<file path="src/rtl/rxf_pkg.sv">
package rxf_pkg;
  localparam int unsigned ADDR_BYTES = 6;
  localparam int unsigned ADDR_W     = ADDR_BYTES * 8;
  localparam int unsigned HASH_WORDS = 2;
  localparam int unsigned WORD_W     = 32;
  localparam int unsigned HASH_W     = $clog2(HASH_WORDS * WORD_W);
  localparam logic [31:0] CRC_POLY   = 32'hEDB88320;

  typedef enum logic [1:0] {
    CLS_UCAST = 2'd0,
    CLS_MCAST = 2'd1,
    CLS_BCAST = 2'd2
  } rxf_class_e;

  // One byte through the reflected CRC-32, least significant bit first.
  function automatic logic [31:0] crc_step_byte(logic [31:0] c, logic [7:0] b);
    logic [31:0] r;
    r = c ^ {24'd0, b};
    for (int i = 0; i < 8; i++) begin
      r = r[0] ? ((r >> 1) ^ CRC_POLY) : (r >> 1);
    end
    return r;
  endfunction
endpackage

</file>
<file path="src/rtl/rxf_frame_track.sv">
module rxf_frame_track
  import rxf_pkg::*;
#(
  parameter int unsigned MIN_LEN = 10
) (
  input  logic clk,
  input  logic rst_n,
  input  logic take,
  input  logic sof,
  input  logic last,
  output logic addr_take,
  output logic addr_first,
  output logic fire_full,
  output logic fire_short
);
  localparam int unsigned CNT_W = $clog2(MIN_LEN + 1);
  localparam logic [CNT_W-1:0] ADDR_CNT = CNT_W'(ADDR_BYTES);
  localparam logic [CNT_W-1:0] MIN_CNT  = CNT_W'(MIN_LEN);
  localparam logic [CNT_W-1:0] ONE_CNT  = CNT_W'(1);

  logic             active_q;
  logic [CNT_W-1:0] cnt_q;
  logic [CNT_W-1:0] cnt_nxt;
  logic             in_frame;

  always_comb begin
    addr_first = take & sof;
    addr_take  = take & (sof | (active_q & (cnt_q < ADDR_CNT)));
    in_frame   = take & (sof | active_q);
    cnt_nxt    = sof ? ONE_CNT : (cnt_q + ONE_CNT);
    fire_full  = in_frame & (cnt_nxt == MIN_CNT);
    fire_short = in_frame & last & (cnt_nxt < MIN_CNT);
  end

  always_ff @(posedge clk) begin
    if (!rst_n) begin
      active_q <= 1'b0;
      cnt_q    <= '0;
    end else if (in_frame) begin
      cnt_q    <= cnt_nxt;
      active_q <= ~(fire_full | fire_short);
    end
  end


  count_bound_chk: assert property (@(posedge clk) disable iff (!rst_n)
    active_q |-> (cnt_q < MIN_CNT));


  sof_restart_chk: assert property (@(posedge clk) disable iff (!rst_n)
    (take && sof && !last) |=> (active_q && cnt_q == ONE_CNT));
endmodule

</file>
<file path="src/rtl/rxf_addr_shift.sv">
module rxf_addr_shift
  import rxf_pkg::*;
(
  input  logic              clk,
  input  logic              rst_n,
  input  logic              take,
  input  logic              first,
  input  logic [7:0]        data,
  output logic [ADDR_W-1:0] addr_nxt
);
  logic [ADDR_W-1:0] addr_q;

  // Earliest byte ends up in the top octet after six shifts.
  always_comb begin
    if (!take)      addr_nxt = addr_q;
    else if (first) addr_nxt = {{(ADDR_W-8){1'b0}}, data};
    else            addr_nxt = {addr_q[ADDR_W-9:0], data};
  end

  always_ff @(posedge clk) begin
    if (!rst_n) addr_q <= '0;
    else        addr_q <= addr_nxt;
  end
endmodule

</file>
<file path="src/rtl/rxf_crc_hash.sv">
module rxf_crc_hash
  import rxf_pkg::*;
(
  input  logic              clk,
  input  logic              rst_n,
  input  logic              take,
  input  logic              first,
  input  logic [7:0]        data,
  output logic [HASH_W-1:0] hash_idx
);
  logic [31:0] crc_q;
  logic [31:0] crc_nxt;
  logic [31:0] crc_base;

  always_comb begin
    crc_base = first ? 32'hFFFF_FFFF : crc_q;
    crc_nxt  = take ? crc_step_byte(crc_base, data) : crc_q;
    hash_idx = ~crc_nxt[HASH_W+1:2];
  end

  always_ff @(posedge clk) begin
    if (!rst_n) crc_q <= 32'hFFFF_FFFF;
    else        crc_q <= crc_nxt;
  end
endmodule

</file>
<file path="src/rtl/rxf_addr_screen.sv">
module rxf_addr_screen
  import rxf_pkg::*;
#(
  parameter int unsigned MIN_LEN = 10
) (
  input  logic        clk,
  input  logic        rst_n,
  input  logic        in_valid,
  output logic        in_ready,
  input  logic [7:0]  in_data,
  input  logic        in_sof,
  input  logic        in_last,
  input  logic [15:0] cfg_station_hi,
  input  logic [31:0] cfg_station_lo,
  input  logic [31:0] cfg_hash_lo,
  input  logic [31:0] cfg_hash_hi,
  input  logic        cfg_accept_all,
  input  logic        cfg_bcast_en,
  input  logic        cfg_mcast_all,
  input  logic        cfg_hash_en,
  output logic        dec_valid,
  output logic        dec_accept,
  output logic        dec_short,
  output logic [1:0]  dec_class
);
  logic              ready_q;
  logic              take;
  logic              addr_take;
  logic              addr_first;
  logic              fire_full;
  logic              fire_short;
  logic [ADDR_W-1:0] addr;
  logic [HASH_W-1:0] hash_idx;
  logic [WORD_W-1:0] hash_word;
  logic              hash_hit;
  logic              is_bcast;
  logic              is_mcast;
  logic              uc_hit;
  logic              acc_c;
  rxf_class_e        cls_c;

  always_ff @(posedge clk) begin
    if (!rst_n) ready_q <= 1'b0;
    else        ready_q <= 1'b1;
  end
  assign in_ready = ready_q;
  assign take     = in_valid & ready_q;

  rxf_frame_track #(.MIN_LEN(MIN_LEN)) u_track (
    .clk        (clk),
    .rst_n      (rst_n),
    .take       (take),
    .sof        (in_sof),
    .last       (in_last),
    .addr_take  (addr_take),
    .addr_first (addr_first),
    .fire_full  (fire_full),
    .fire_short (fire_short)
  );

  rxf_addr_shift u_addr (
    .clk      (clk),
    .rst_n    (rst_n),
    .take     (addr_take),
    .first    (addr_first),
    .data     (in_data),
    .addr_nxt (addr)
  );

  rxf_crc_hash u_hash (
    .clk      (clk),
    .rst_n    (rst_n),
    .take     (addr_take),
    .first    (addr_first),
    .data     (in_data),
    .hash_idx (hash_idx)
  );

  always_comb begin
    is_bcast  = &addr;
    is_mcast  = addr[ADDR_W-8] & ~is_bcast;
    uc_hit    = (addr == {cfg_station_hi, cfg_station_lo});
    hash_word = hash_idx[HASH_W-1] ? cfg_hash_hi : cfg_hash_lo;
    hash_hit  = hash_word[hash_idx[HASH_W-2:0]];
    if (is_bcast)      cls_c = CLS_BCAST;
    else if (is_mcast) cls_c = CLS_MCAST;
    else               cls_c = CLS_UCAST;
    if (cfg_accept_all) begin
      acc_c = 1'b1;
    end else begin
      unique case (cls_c)
        CLS_BCAST: acc_c = cfg_bcast_en;
        CLS_MCAST: acc_c = cfg_mcast_all | (cfg_hash_en & hash_hit);
        default:   acc_c = uc_hit;
      endcase
    end
  end

  always_ff @(posedge clk) begin
    if (!rst_n) begin
      dec_valid  <= 1'b0;
      dec_accept <= 1'b0;
      dec_short  <= 1'b0;
      dec_class  <= CLS_UCAST;
    end else begin
      dec_valid <= fire_full | fire_short;
      if (fire_full | fire_short) begin
        dec_short  <= fire_short;
        dec_accept <= fire_full & acc_c;
        dec_class  <= fire_full ? cls_c : CLS_UCAST;
      end
    end
  end


  ready_high_chk: assert property (@(posedge clk) disable iff (!rst_n)
    $past(rst_n) |-> in_ready);


  short_reject_chk: assert property (@(posedge clk) disable iff (!rst_n)
    (dec_valid && dec_short) |-> (!dec_accept && dec_class == 2'd0));


  class_code_chk: assert property (@(posedge clk) disable iff (!rst_n)
    dec_valid |-> (dec_class != 2'd3));


  accept_all_chk: assert property (@(posedge clk) disable iff (!rst_n)
    (dec_valid && !dec_short && $past(cfg_accept_all)) |-> dec_accept);


  bcast_gate_chk: assert property (@(posedge clk) disable iff (!rst_n)
    (dec_valid && !dec_short && dec_class == 2'd2 && !$past(cfg_bcast_en)
     && !$past(cfg_accept_all)) |-> !dec_accept);


  mcast_off_chk: assert property (@(posedge clk) disable iff (!rst_n)
    (dec_valid && dec_class == 2'd1 && !$past(cfg_accept_all) && !$past(cfg_mcast_all)
     && !$past(cfg_hash_en)) |-> !dec_accept);
endmodule

</file>
<file path="config.mk">
export PLATFORM = sky130hd
export DESIGN_NAME = rxf_addr_screen
export DESIGN_NICKNAME = d
export VERILOG_FILES = /design/src/rtl/rxf_pkg.sv /design/src/rtl/rxf_frame_track.sv /design/src/rtl/rxf_addr_shift.sv /design/src/rtl/rxf_crc_hash.sv /design/src/rtl/rxf_addr_screen.sv
export SDC_FILE = /design/constraint.sdc
export NUM_CORES = 1
export LEC_CHECK = 0
export BUFFER_PORTS_ARGS = -buffer_cell sky130_fd_sc_hd__buf_2
export CAP_MARGIN = 40
export CORE_AREA = 4 4 112 114
export CTS_CLUSTER_DIAMETER = 100
export DETAILED_ROUTE_END_ITERATION = 8
export DIE_AREA = 0 0 116 118
export MAX_ROUTING_LAYER = met4
export PLACE_DENSITY = 0.78
export SYNTH_ARGS = -nofsm -noshare
export SYNTH_HDL_FRONTEND = slang
export SYNTH_SLANG_ARGS = --single-unit
</file>
<file path="constraint.sdc">
create_clock -name clk -period 4.5 [get_ports clk]
set_clock_uncertainty 0.1 [all_clocks]
set_input_delay 0.225 -clock clk [delete_from_list [all_inputs] [get_ports clk]]
set_output_delay 0.225 -clock clk [all_outputs]
set_load 0.02 [all_outputs]
</file>
==> impl_metrics.yaml <==
sta:
  drv_slew: 0
  setup_viol: 0
  worst_slack_ps: 624
  hold_slack_ps: 120
  max_freq_mhz: 258
  fin_crit_sh_pct: 86.1
  rsz0062_at_grt: "false"
  fin_tns_setup_ps: 0
  min_period_ps: 3880
  hold_viol: 0
  worstMarginPinSlew_ps: 844
  relSlewSlack_pct: 43.6
clock_network:
  numCtsBuffers: 9
  holdBufCountCts: 0
  htreeDepth: 3
  ctsResizeCount: 0
  clockRootBuffer: "clkbuf_16"
  postCtsSetupBuffers: 0
  clk_latency_ps: 350
  cts_sinks: 91
  clkTransAtPathRegs_ps: 70
  cts_tree: "yes"
  cts.path.max_buffers: 2
place:
  place_ws_ps: 719
  dp_hpwl_microns: 13400
  placed_area_sq_um: 7070
  io_buffers: 134
  routabilityCongestion: 0.914
detailed_routing:
  antenna_left: 0
  routed_wirelength_microns: 18300
  viasPerCell: 6.01
  drc_errors: 0
  vias: 6210
  dr.pass1.iters: 5
  drt-initial-drc-count: 497
  wire_per_inst_microns: 17.7
synth:
  synth_top_family_by_area: "simple AND/OR/NAND/NOR gates"
  postSynthCellCount: 778
  synthAdderAreaFrac_pct: 0.197
  synth-seq-cells: 91
  synth_mux_area_share_pct: 14.6
  syn-cell-area_sq_um: 6350
  synth_compound_area_share_pct: 18.3
  syn_nets: 908
  synth-simple-area-share_pct: 18.6
  yosysWarnings: 0
  yosysSeqAreaShare_pct: 28.7
  synthArstFlopShare_pct: 0
  syn_avg_cell_area_sq_um: 8.17
  ys_dominant_reg_cell: "dfxtp_1"
  synthXorXnorAreaFrac_pct: 14.9
  synth_cell_types: 66
  synth_edf_count: 0
pwr:
  total_leakage_power_uw: 0.00310
  intPower_uw: 1680
  switchingPower_uw: 681
  sw_frac_of_total_pct: 28.8
  clkPwrFrac_pct: 37.5
  p_seq_share_pct: 36.5
  peakVddDrop_v: 0.000179
  powerDensity_nw_per_um2: 318
  combPwrFrac_pct: 26.0
min_path:
  hp-class: "in -> reg"
die:
  die_w_microns: 116
  dieArea_sq_um: 13700
  placementRows: 39
  dieHeight_microns: 118
  start_util_pct: 55.6
  core_region_area_sq_um: 11400
  ios: 135
cells_and_area:
  layout-drive-gt1-share_pct: 20.7
  fillers: 1011
  final_nets: 1015
  antenna_cells: 0
  postLayoutCoreUtil_pct: 65.0
  stdcell_area_sq_um: 7420
  area_growth_pct: 16.9
setup_path:
  cp.required_ps: 4670
  slowest_stage: "nor2_4"
  worstSetupPathType: "reg -> reg"
  cp_data_arrival_time_ps: 4050
  cpPeakStageDelay_ps: 680
  start_kind: "register"
  end_kind: "register"
  path_max_fanout: 24
  crit_chain: "a21o_2 -> nor2_4 -> a31oi_2 -> xnor2_1 -> nor4_1 -> o211ai_1 -> or4_1 -> o31a_1 -> o41a_1 -> a31oi_1"
global_route:
  grt_overflow: 0
  antenna_found_initial: 0
  grt_pass1_vias: 5864
  grt_max_degree: 47
  grt_use_total_pct: 26.7
  grt_pass1_wl_microns: 28700
run:
  max-cap-violations: 0
run_status:
  status: "completed"
## power groups by stage
stage / logic [uW] / registers, uW / clock network (uW)
floorplan: 456 / 871 / 0
global placement: 596 / 880 / 0
detailed placement: 605 / 880 / 0
CTS: 613 / 862 / 894
global route: 672 / 866 / 918
finish: 614 / 863 / 886
## flip-flops by register name (all words and copies together), names as in the netlist
| register | flops |
|---|---|
| u_hash.crc_q | 32 |
| dec_short | 1 |
| dec_accept | 1 |
| u_addr.addr_q | 48 |
| u_track.active_q | 1 |
| in_ready | 1 |
| dec_valid | 1 |
| u_track.cnt_q | 4 |
| dec_class | 2 |
## routing by layer
metal  track usage [%]  share of wire (%)  wire length (microns)
met3              2.72                7.4                   1360
met5                 -                  0                      0
met2              46.0                 49                   8980
met1              32.1                 40                   7380
met4              9.21                2.9                    530
## through the flow
stage               cells  power (uW)
CTS                  1033        2370
detailed placement   1017        1480
global route         1033        2460
global placement     1016        1480
floorplan             778        1330
finish               1033        2360
## synth_stat cells (9+ instances only)
| master | instances | share of area, % |
|---|---|---|
| o21ai_1 | 9 | 0.71 |
| nor4_1 | 10 | 0.98 |
| o211ai_1 | 11 | 1.3 |
| mux2i_1 | 79 | 12 |
| xnor2_1 | 64 | 8.8 |
| nand2_1 | 43 | 2.5 |
| nor3_1 | 11 | 0.87 |
| o22ai_1 | 9 | 0.89 |
| nand4_1 | 14 | 1.4 |
| inv_1 | 14 | 0.83 |
| o21ai_0 | 33 | 2.6 |
| dfxtp_1 | 91 | 29 |
| a21oi_1 | 62 | 4.9 |
| nor2_1 | 100 | 5.9 |
| xor2_1 | 42 | 5.8 |
| clkbuf_1 | 30 | 1.8 |
| buf_2 | 13 | 1.0 |
| nand3_1 | 25 | 2.0 |
## cell usage in the layout, fill, tap and decap left out, types with 5 or more instances in the layout
master     Yosys  layout
mux2i_1       79      79
nand3_1       25      25
o2111ai_1      5       5
nor4_1        10      10
xnor2_1       64      64
buf_4          2      13
o32ai_1        7       7
and2_1         6       6
a21oi_1       62      62
a31oi_1        5       5
a22oi_1        7       7
o21ai_0       33      33
inv_1         14      14
nor3_1        11      11
o22ai_1        9       9
o211ai_1      11      11
nand2_1       43      43
o21ai_1        9       9
nor2b_1        5       5
nand4_1       14      14
a211o_1        5       5
xor2_1        42      42
nor2_1       100     100
dfxtp_1       91      91
buf_2         13     134
or3_1          6       6
clkbuf_16      0       9
## cells by family after synthesis
family | after synthesis
adders and majority gates | 1
buffers and inverters | 66
DFF | 91
xor gates and xnor gates | 107
and+or+nand+nor | 245
AOI/OAI and AO/OA | 182
muxes | 86
## critical path: cells and delay by family (launching register included)
kind / cells / cell delay, ps
and+or+nand+nor: 3 / 1490
DFF: 1 / 380
AOI/OAI and AO/OA: 6 / 1640
xor gates and xnor gates: 1 / 190
## final cells by class
type	instances	area (sq um)	area share, %
multi-input combinational	621	4240	57.1
sequential	91	1820	24.5
timing repair buffer	148	783	10.5
clock buffer	10	239	3.22
tap	143	179	2.41
clock inverter	6	113	1.52
inverter	14	52.6	0.708
## path summary, 6_finish.rpt
path / slack, ps / depth (start not counted) / startpoint / end
max: 620 / 10 / u_track.cnt_q[2]$_SDFFE_PN0P_ / dec_accept$_SDFFE_PN0N_
min: 120 / 3 / in_data[7] / u_hash.crc_q[9]$_SDFFE_PN1N_
max reg2reg: 620 / 10 / u_track.cnt_q[2]$_SDFFE_PN0P_ / dec_accept$_SDFFE_PN0N_
min reg2reg: 390 / 2 / u_hash.crc_q[26]$_SDFFE_PN1N_ / u_hash.crc_q[26]$_SDFFE_PN1N_
(Power assumes the default switching activity.)
